`src/rtl/qenc_pkg.sv`:
```
package qenc_pkg;
   localparam int MODE_W = 3;
   localparam logic [MODE_W-1:0] SM_PHASE_A = 3'd1;
   localparam logic [MODE_W-1:0] SM_PHASE_B = 3'd2;
   localparam logic [MODE_W-1:0] SM_BOTH    = 3'd3;

   function automatic logic mode_takes_a(input logic [MODE_W-1:0] m);
      return (m == SM_PHASE_A) || (m == SM_BOTH);
   endfunction

   function automatic logic mode_takes_b(input logic [MODE_W-1:0] m);
      return (m == SM_PHASE_B) || (m == SM_BOTH);
   endfunction
endpackage

```
`src/rtl/qenc_sync.sv`:
```
module qenc_sync #(
   parameter int W      = 2,
   parameter int STAGES = 2
) (
   input  logic         clk,
   input  logic         rst_n,
   input  logic [W-1:0] d_i,
   output logic [W-1:0] q_o
);
   generate
      if (STAGES < 2) begin : g_bad_stages
         $error("qenc_sync: STAGES must be at least 2");
      end
      if (W < 1) begin : g_bad_width
         $error("qenc_sync: W must be at least 1");
      end
   endgenerate

   logic [STAGES-1:0][W-1:0] chain_q;

   always_ff @(posedge clk or negedge rst_n) begin
      if (!rst_n) chain_q <= '0;
      else        chain_q <= {chain_q[STAGES-2:0], d_i};
   end

   assign q_o = chain_q[STAGES-1];
endmodule

```
`src/rtl/qenc_decoder.sv`:
```
module qenc_decoder
   import qenc_pkg::*;
(
   input  logic              clk,
   input  logic              rst_n,
   input  logic              a_i,
   input  logic              b_i,
   input  logic [MODE_W-1:0] mode_i,
   output logic              step_o,
   output logic              down_o,
   output logic              dir_o
);
   logic a_prev, b_prev, dir_q;
   logic a_edge, b_edge, lone_edge;

   always_ff @(posedge clk or negedge rst_n) begin
      if (!rst_n) begin
         a_prev <= 1'b0;
         b_prev <= 1'b0;
      end else begin
         a_prev <= a_i;
         b_prev <= b_i;
      end
   end

   assign a_edge    = a_i ^ a_prev;
   assign b_edge    = b_i ^ b_prev;
   assign lone_edge = a_edge ^ b_edge;

   always_comb begin
      step_o = lone_edge & ((a_edge & mode_takes_a(mode_i)) |
                            (b_edge & mode_takes_b(mode_i)));
      down_o = a_edge ? (a_i == b_i) : (a_i != b_i);
   end

   always_ff @(posedge clk or negedge rst_n) begin
      if (!rst_n)      dir_q <= 1'b0;
      else if (step_o) dir_q <= down_o;
   end

   assign dir_o = dir_q;

   p_both_move_ignored_r9: assert property (@(posedge clk) disable iff (!rst_n)
      (a_edge && b_edge) |-> !step_o);
   p_idle_mode_r10: assert property (@(posedge clk) disable iff (!rst_n)
      (mode_i == 3'd0 || mode_i > SM_BOTH) |-> !step_o);
   p_dir_held_r5: assert property (@(posedge clk) disable iff (!rst_n)
      !step_o |=> $stable(dir_o));
   p_a_only_r3: assert property (@(posedge clk) disable iff (!rst_n)
      (mode_i == SM_PHASE_A && b_edge) |-> !step_o);
endmodule

```
`src/rtl/qenc_wrapcnt.sv`:
```
module qenc_wrapcnt #(
   parameter int CNT_W = 16
) (
   input  logic             clk,
   input  logic             rst_n,
   input  logic             step_i,
   input  logic             down_i,
   input  logic [CNT_W-1:0] reload_i,
   input  logic             load_i,
   input  logic [CNT_W-1:0] load_val_i,
   output logic [CNT_W-1:0] count_o
);
   generate
      if (CNT_W < 2) begin : g_bad_width
         $error("qenc_wrapcnt: CNT_W must be at least 2");
      end
   endgenerate

   localparam logic [CNT_W-1:0] ONE = CNT_W'(1);

   logic [CNT_W-1:0] cnt_q;

   always_ff @(posedge clk or negedge rst_n) begin
      if (!rst_n) begin
         cnt_q <= '0;
      end else if (load_i) begin
         cnt_q <= load_val_i;
      end else if (step_i) begin
         if (down_i) cnt_q <= (cnt_q == '0) ? reload_i : cnt_q - ONE;
         else        cnt_q <= (cnt_q >= reload_i) ? '0 : cnt_q + ONE;
      end
   end

   assign count_o = cnt_q;

   p_wrap_top_r6: assert property (@(posedge clk) disable iff (!rst_n)
      (step_i && !down_i && !load_i && cnt_q == reload_i) |=> (cnt_q == '0));
   p_wrap_bottom_r7: assert property (@(posedge clk) disable iff (!rst_n)
      (step_i && down_i && !load_i && cnt_q == '0) |=> (cnt_q == $past(reload_i)));
   p_write_wins_r8: assert property (@(posedge clk) disable iff (!rst_n)
      load_i |=> (cnt_q == $past(load_val_i)));
   p_quiet_hold_r10: assert property (@(posedge clk) disable iff (!rst_n)
      (!step_i && !load_i) |=> $stable(cnt_q));
endmodule

```
`src/rtl/qenc_counter.sv`:
```
module qenc_counter
   import qenc_pkg::*;
#(
   parameter int CNT_W       = 16,
   parameter int SYNC_STAGES = 2
) (
   input  logic              clk,
   input  logic              rst_n,
   input  logic              enc_a_i,
   input  logic              enc_b_i,
   input  logic [MODE_W-1:0] slave_mode_i,
   input  logic [CNT_W-1:0]  reload_i,
   input  logic              cnt_wr_i,
   input  logic [CNT_W-1:0]  cnt_wr_data_i,
   output logic [CNT_W-1:0]  count_o,
   output logic              dir_o
);
   logic [1:0] phase_s;
   logic       step, down;

   qenc_sync #(.W(2), .STAGES(SYNC_STAGES)) u_sync (
      .clk   (clk),
      .rst_n (rst_n),
      .d_i   ({enc_b_i, enc_a_i}),
      .q_o   (phase_s)
   );

   qenc_decoder u_dec (
      .clk    (clk),
      .rst_n  (rst_n),
      .a_i    (phase_s[0]),
      .b_i    (phase_s[1]),
      .mode_i (slave_mode_i),
      .step_o (step),
      .down_o (down),
      .dir_o  (dir_o)
   );

   qenc_wrapcnt #(.CNT_W(CNT_W)) u_cnt (
      .clk        (clk),
      .rst_n      (rst_n),
      .step_i     (step),
      .down_i     (down),
      .reload_i   (reload_i),
      .load_i     (cnt_wr_i),
      .load_val_i (cnt_wr_data_i),
      .count_o    (count_o)
   );

   p_dir_tracks_step_r5: assert property (@(posedge clk) disable iff (!rst_n)
      (step && !cnt_wr_i) |=> (dir_o == $past(down)));
endmodule

```
`config.mk`:
```
export PLATFORM = sky130hd
export DESIGN_NAME = qenc_counter
export DESIGN_NICKNAME = d
export VERILOG_FILES = /design/src/rtl/qenc_pkg.sv /design/src/rtl/qenc_sync.sv /design/src/rtl/qenc_decoder.sv /design/src/rtl/qenc_wrapcnt.sv /design/src/rtl/qenc_counter.sv
export SDC_FILE = /design/constraint.sdc
export NUM_CORES = 1
export LEC_CHECK = 0
export CAP_MARGIN = 20
export CORE_AREA = 2 2 70 72
export CTS_CLUSTER_DIAMETER = 80
export DETAILED_ROUTE_END_ITERATION = 8
export DIE_AREA = 0 0 72 74
export DONT_BUFFER_PORTS = 1
export PLACE_DENSITY = 0.81
export SYNTH_ARGS = -nofsm -noshare
export SYNTH_HDL_FRONTEND = slang
export SYNTH_SLANG_ARGS = --single-unit
```
`constraint.sdc`:
```
create_clock -name clk -period 3.04 [get_ports clk]
set_clock_uncertainty 0.05 [all_clocks]
set_input_delay 0.608 -clock clk [delete_from_list [all_inputs] [get_ports clk]]
set_output_delay 0.608 -clock clk [all_outputs]
set_load 0.02 [all_outputs]
```
* Word-level counts from Yosys, hierarchy flattened *
Cells that the tools add are included.

word-level totals
  register bits after elaboration = 23
  input port bits = 40
  output and inout bits = 17

cells by class
  add/subtract/negate cells = 2
  order comparisons = 1
  eq/ne operators = 5
  mux-type cells = 6
  bitwise gates (word level) = 7
  reduce and logical (&&, ||, !) cells = 4

operator list
  kind                                                                   number
  16-bit two-way mux                                                     5
  16-bit by 1-bit adder with 16-bit output (second input constant)       1
  16-bit greater-or-equal comparator                                     1
  16-bit zero test                                                       1
  16-bit by 1-bit subtractor with 16-bit output (second input constant)  1
  3-bit by 2-bit == test with 1-bit output (second input constant)       2
  1-bit bitwise AND                                                      3
  3-bit by 1-bit == test with 1-bit output (second input constant)       1
  1-bit XOR                                                              3
  1-bit logical OR                                                       2
  2-bit nonzero test                                                     1
  1-bit == test                                                          1
  1-bit two-way mux                                                      1
  1-bit != test                                                          1
  1-bit bitwise OR                                                       1

* Logic depth before layout (Yosys ltp) *
  depth in word-level cells = 7
  depth in mapped cells = 9

* Hierarchy *
A second synthesis with hierarchy kept.

unflattened totals
  cell total of the unflattened synthesis = 289
  area, all modules = 2314.7 µm²

modules (own cells, without submodules)
  module        instances  cells each  area each (µm²)  seq. area each (µm²)
  qenc_wrapcnt  1          273         2058.2           400.4
  qenc_decoder  1          10          141.4            75.1
  qenc_sync     1          6           115.1            100.1

* Worst setup path after synthesis *
No wires, ideal clock.

  path kind = input port to flip-flop
  start point = input reload_i[13]
  end point = register u_cnt.cnt_q[9], in the netlist u_cnt.count_o[9]
  library setup time = 0.122 ns
  arrival time = 2.139 ns
  path slack = 0.730 ns
  stages = 9
  buffers on the path = 1
  path through = inv_1 > ha_1 > nand4_1 > nor2_1 > nand4_1 > o21ai_2 > clkbuf_1 > o221ai_1 > a32o_1

between the ends
  cells in the longest elaborated chain, start to end = 5

RTL lines
  element                             line                text
  start: declaration                  qenc_counter.sv:12  input logic [CNT_W-1:0] reload_i,
  16-bit greater-or-equal comparator  qenc_wrapcnt.sv:30  else cnt_q <= (cnt_q >= reload_i) ? '0 : cnt_q + ONE;
  16-bit two-way mux                  qenc_wrapcnt.sv:30
  16-bit two-way mux                  qenc_wrapcnt.sv:29  if (down_i) cnt_q <= (cnt_q == '0) ? reload_i : cnt_q - ONE;
  16-bit two-way mux                  qenc_wrapcnt.sv:28  end else if (step_i) begin
  16-bit two-way mux                  qenc_wrapcnt.sv:26  end else if (load_i) begin
  end signal: assignment              qenc_wrapcnt.sv:27  cnt_q <= load_val_i;
  end signal: assignment              qenc_wrapcnt.sv:29
  end signal: assignment              qenc_wrapcnt.sv:30
  end: declaration                    qenc_wrapcnt.sv:21  logic [CNT_W-1:0] cnt_q;

Every way passes these cells. The select of a mux whose other input is x is not followed.
A chain may end at the register's enable or synchronous reset.

* Worst setup path after layout *
  start point = register u_cnt.cnt_q[10], in the netlist u_cnt.count_o[10]
  end point = register u_cnt.cnt_q[14], in the netlist u_cnt.count_o[14]

between the ends
  cells in the longest elaborated chain, start to end = 5
  elaborated cells on any way between the ends = 9
  classes of those cells = 2 x add/sub; 1 x order compare; 5 x mux; 1 x reduce/logical

RTL lines
  element                                                                 line
  16-bit by 1-bit adder with 16-bit output, or another cell as far along  qenc_wrapcnt.sv:30
  16-bit two-way mux, on equally long branches                            qenc_wrapcnt.sv:30, qenc_wrapcnt.sv:29
  16-bit two-way mux *                                                    qenc_wrapcnt.sv:29
  16-bit two-way mux *                                                    qenc_wrapcnt.sv:28
  16-bit two-way mux *                                                    qenc_wrapcnt.sv:26

Mark *: on every way between the ends. The rest lies on a longest branch, timed or not. The select of a mux whose other input is x is not followed.

==> flow_summary_export.csv <==
group,metric,value,unit
routing,first_iter_violations,269,
grt,grt_pass1_wl,11510,um
sta,final-max-slew-violation-count,0,
synthesis,synth_nets,369,
power_and_ir_drop,p_per_area,448.2,nW/um^2
floorplan,die_height,74,um
clocking,clk_path_buf_depth,2,
sta,worstMarginPinSlew,0.7213,ns
worst_hold_path,hold_class,"primary input to async pin",
grt,grt-ovfl-total,0,
finish,fin_cells,364,
synthesis,synth_fa_ha_area_share,9.510,%
sta,setup_violations,0,
synthesis,yosysUniqueCellTypes,64,
floorplan,dieArea,5328,um^2
grt,grtUsageTotal,27.92,%
synthesis,synth_top_family_by_area,"compound AO/OA/AOI/OAI gates",
power_and_ir_drop,vdd.ir_drop.worst,0.2676,mV
clocking,cts.sinks,23,
clocking,cts_made_buffers,3,
status,status,"complete, no violations",
sta,fmax,367.5,MHz
synthesis,synth.top_cells.by_area,"dfrtp_1 (23%), ha_1 (9.5%), o21ai_0 (4.4%), nand2_1 (4.4%), a21oi_1 (4.0%)",
routing,drc_errors,0,
finish,syn2layout_area_growth,4.855,%
floorplan,die_width,72,um
synthesis,synth-simple-area-share,23.17,%
grt,grt_max_degree,29,
routing,firstDrtPassIters,5,
synthesis,yosysWarnings,0,
grt,antenna_found_initial,0,
synthesis,yosysTopAreaCell,"dfrtp_1",
sta,post-route-min-period,2.721,ns
sta,tns,0,ns
clocking,ctsHtreeMaxLevel,1,
synthesis,synth_top_area_share,23.02,%
finish,drive_above_1_share,13.23,%
routing,wl_per_cell,19.75,um
synthesis,synth_edf_count,0,
floorplan,num_io_pins,57,
clocking,cts-root-buf,"clkbuf_8",
setup_path,r2r_setup_slack,0.32,ns
grt,grt_pass1_vias,2359,
floorplan,start_util,54.37,%
routing,antenna_left,0,
setup_path,arrival,2.84,ns
routing,wl,7190,um
synthesis,synthMuxAreaShare,0,%
synthesis,syn_avg_cell_area,8.064,um^2
clocking,postCtsSetupRepairBufs,0,
synthesis,syn_inst,310,
setup_path,cp-start-kind,"flip-flop",
placed_design,port_buffers,0,
setup_path,cp_max_fo,16,
finish,final_common_cell,"nand2_1",
run,maxCapViolations,0,
sta,fin_crit_sh,89.52,%
sta,hold_viol_final,0,
clocking,cts_tree,"yes",
synthesis,synth_ff_type,"dfrtp_1",
routing,routed_via_density,6.874,
routing,vias,2502,
finish,nets,370,
clocking,clk_pin_slew,0.10,ns
placed_design,placed_cells,359,
setup_path,end_kind,"flip-flop",
synthesis,synth_xor_area_share,5.906,%
synthesis,ys_async_sr_fraction,100.0,%
floorplan,core,4598,um^2
setup_path,worstPathRequired,3.16,ns
synthesis,syn_area,2500,um^2
sta,rsz0062_at_grt,"no",
placed_design,place_congestion,0.9763,
power_and_ir_drop,leakage,1.080,nW
synthesis,ys_seq_area_share,23.02,%
synthesis,synth_compound_area_share,29.23,%
floorplan,rows,25,
finish,mostFrequentLayoutCells,"nand2_1 (29), inv_1 (23), dfrtp_1 (23)",
setup_path,path_class,"flip-flop to flip-flop",
clocking,clk_latency,0.28,ns
sta,slew_headroom,51.90,%
synthesis,synth_seq_cells,23,
placed_design,dp.final_hpwl,5269,um
finish,antenna_cells,0,
[critical path, stage by stage (launching register included)]
cell	delay, ns
dfrtp_1	0.60
ha_1	0.40
nand4_1	0.13
nor2_1	0.14
nand4_1	0.16
o21ai_2	0.62
o22ai_1	0.15
a221o_1	0.35
[path summary, 6_finish.rpt]
kind                                         from           endpoint  cells past startpoint
min in group clk                          enc_b_i  u_sync.chain_q[1]                      0
worst min register to register  u_sync.chain_q[1]      u_sync.q_o[1]                      0
worst min-delay path                        rst_n   u_cnt.count_o[8]                      1
max in group asynchronous                   rst_n   u_cnt.count_o[2]                      1
worst max register to register  u_cnt.count_o[10]  u_cnt.count_o[14]                      7
worst max-delay path            u_cnt.count_o[10]  u_cnt.count_o[14]                      7
[registers in the layout (all words and copies together) (netlist names)]
register        cells
u_dec.dir_o         1
u_dec.a_prev        1
u_dec.b_prev        1
u_cnt.count_o      16
u_sync.q_o          2
u_sync.chain_q      2
[cells by family after synthesis]
| logic type | Yosys count |
|---|---|
| and+or+nand+nor | 99 |
| DFF | 23 |
| xor gates and xnor gates | 16 |
| AOI/OAI and AO/OA | 108 |
| adders and majority gates | 19 |
| buffers and inverters | 45 |
[repair_timing]
action                    in CTS  in global routing
hold endpoints to repair      23                  0
hold buffers                   1                  0
gates resized for setup        0                  0
[power by group]
group          switching [mW]  internal, mW  leakage [nW]  total, mW
clock network           0.117        0.0932        0.0217      0.211
logic                   0.310         0.205         0.779      0.515
registers               0.103         0.346         0.279      0.449
[synthesized netlist by cell type (4+ instances only)]
cell and number:
o2bb2ai_1 5, xnor2_1 7, nor2_1 20, nor3_1 4, dfrtp_1 23, nand3_1 9, o21ai_1 9, a21oi_1 20
ha_1 19, nand2_1 29, nand4_1 9, xor2_1 8, clkbuf_1 5, buf_2 9, a211oi_1 9, o21ai_0 22
inv_1 23
[stage by stage]
step	cell area, um^2	hold WS, ns	power (mW)	utilization (%)	setup WS (ns)
floorplan	2500	0.2624	0.8379	-	0.7298
global placement	2552	0.2633	0.9366	55.51	0.4386
detailed placement	2552	0.2631	0.9520	55.51	0.3592
CTS	2621	0.07944	1.174	57.01	0.3803
global route	2621	0.06882	1.260	57.01	0.1142
finish	2621	0.07894	1.175	57.01	0.3185
[metal layers]
layer | global-route usage, % | share of wire, % | vias to the layer above
met1 | 36.85 | 43 | 1201
li1 | - | - | 1155
met2 | 44.96 | 46 | 133
met3 | 6.504 | 8.8 | 13
met5 | 0 | 0 | -
met4 | 10.48 | 2.2 | 0
[layout make-up]
class                           count  area, um^2
Clock buffer                        3       41.29
Clock inverter                      1       7.507
Fill cell                         435        1977
Inverter                           23       86.33
Multi-Input combinational cell    242        1695
Sequential cell                    23       575.6
Tap cell                           54       67.56
Timing Repair Buffer               18       147.6
(Power assumes the default switching activity.)
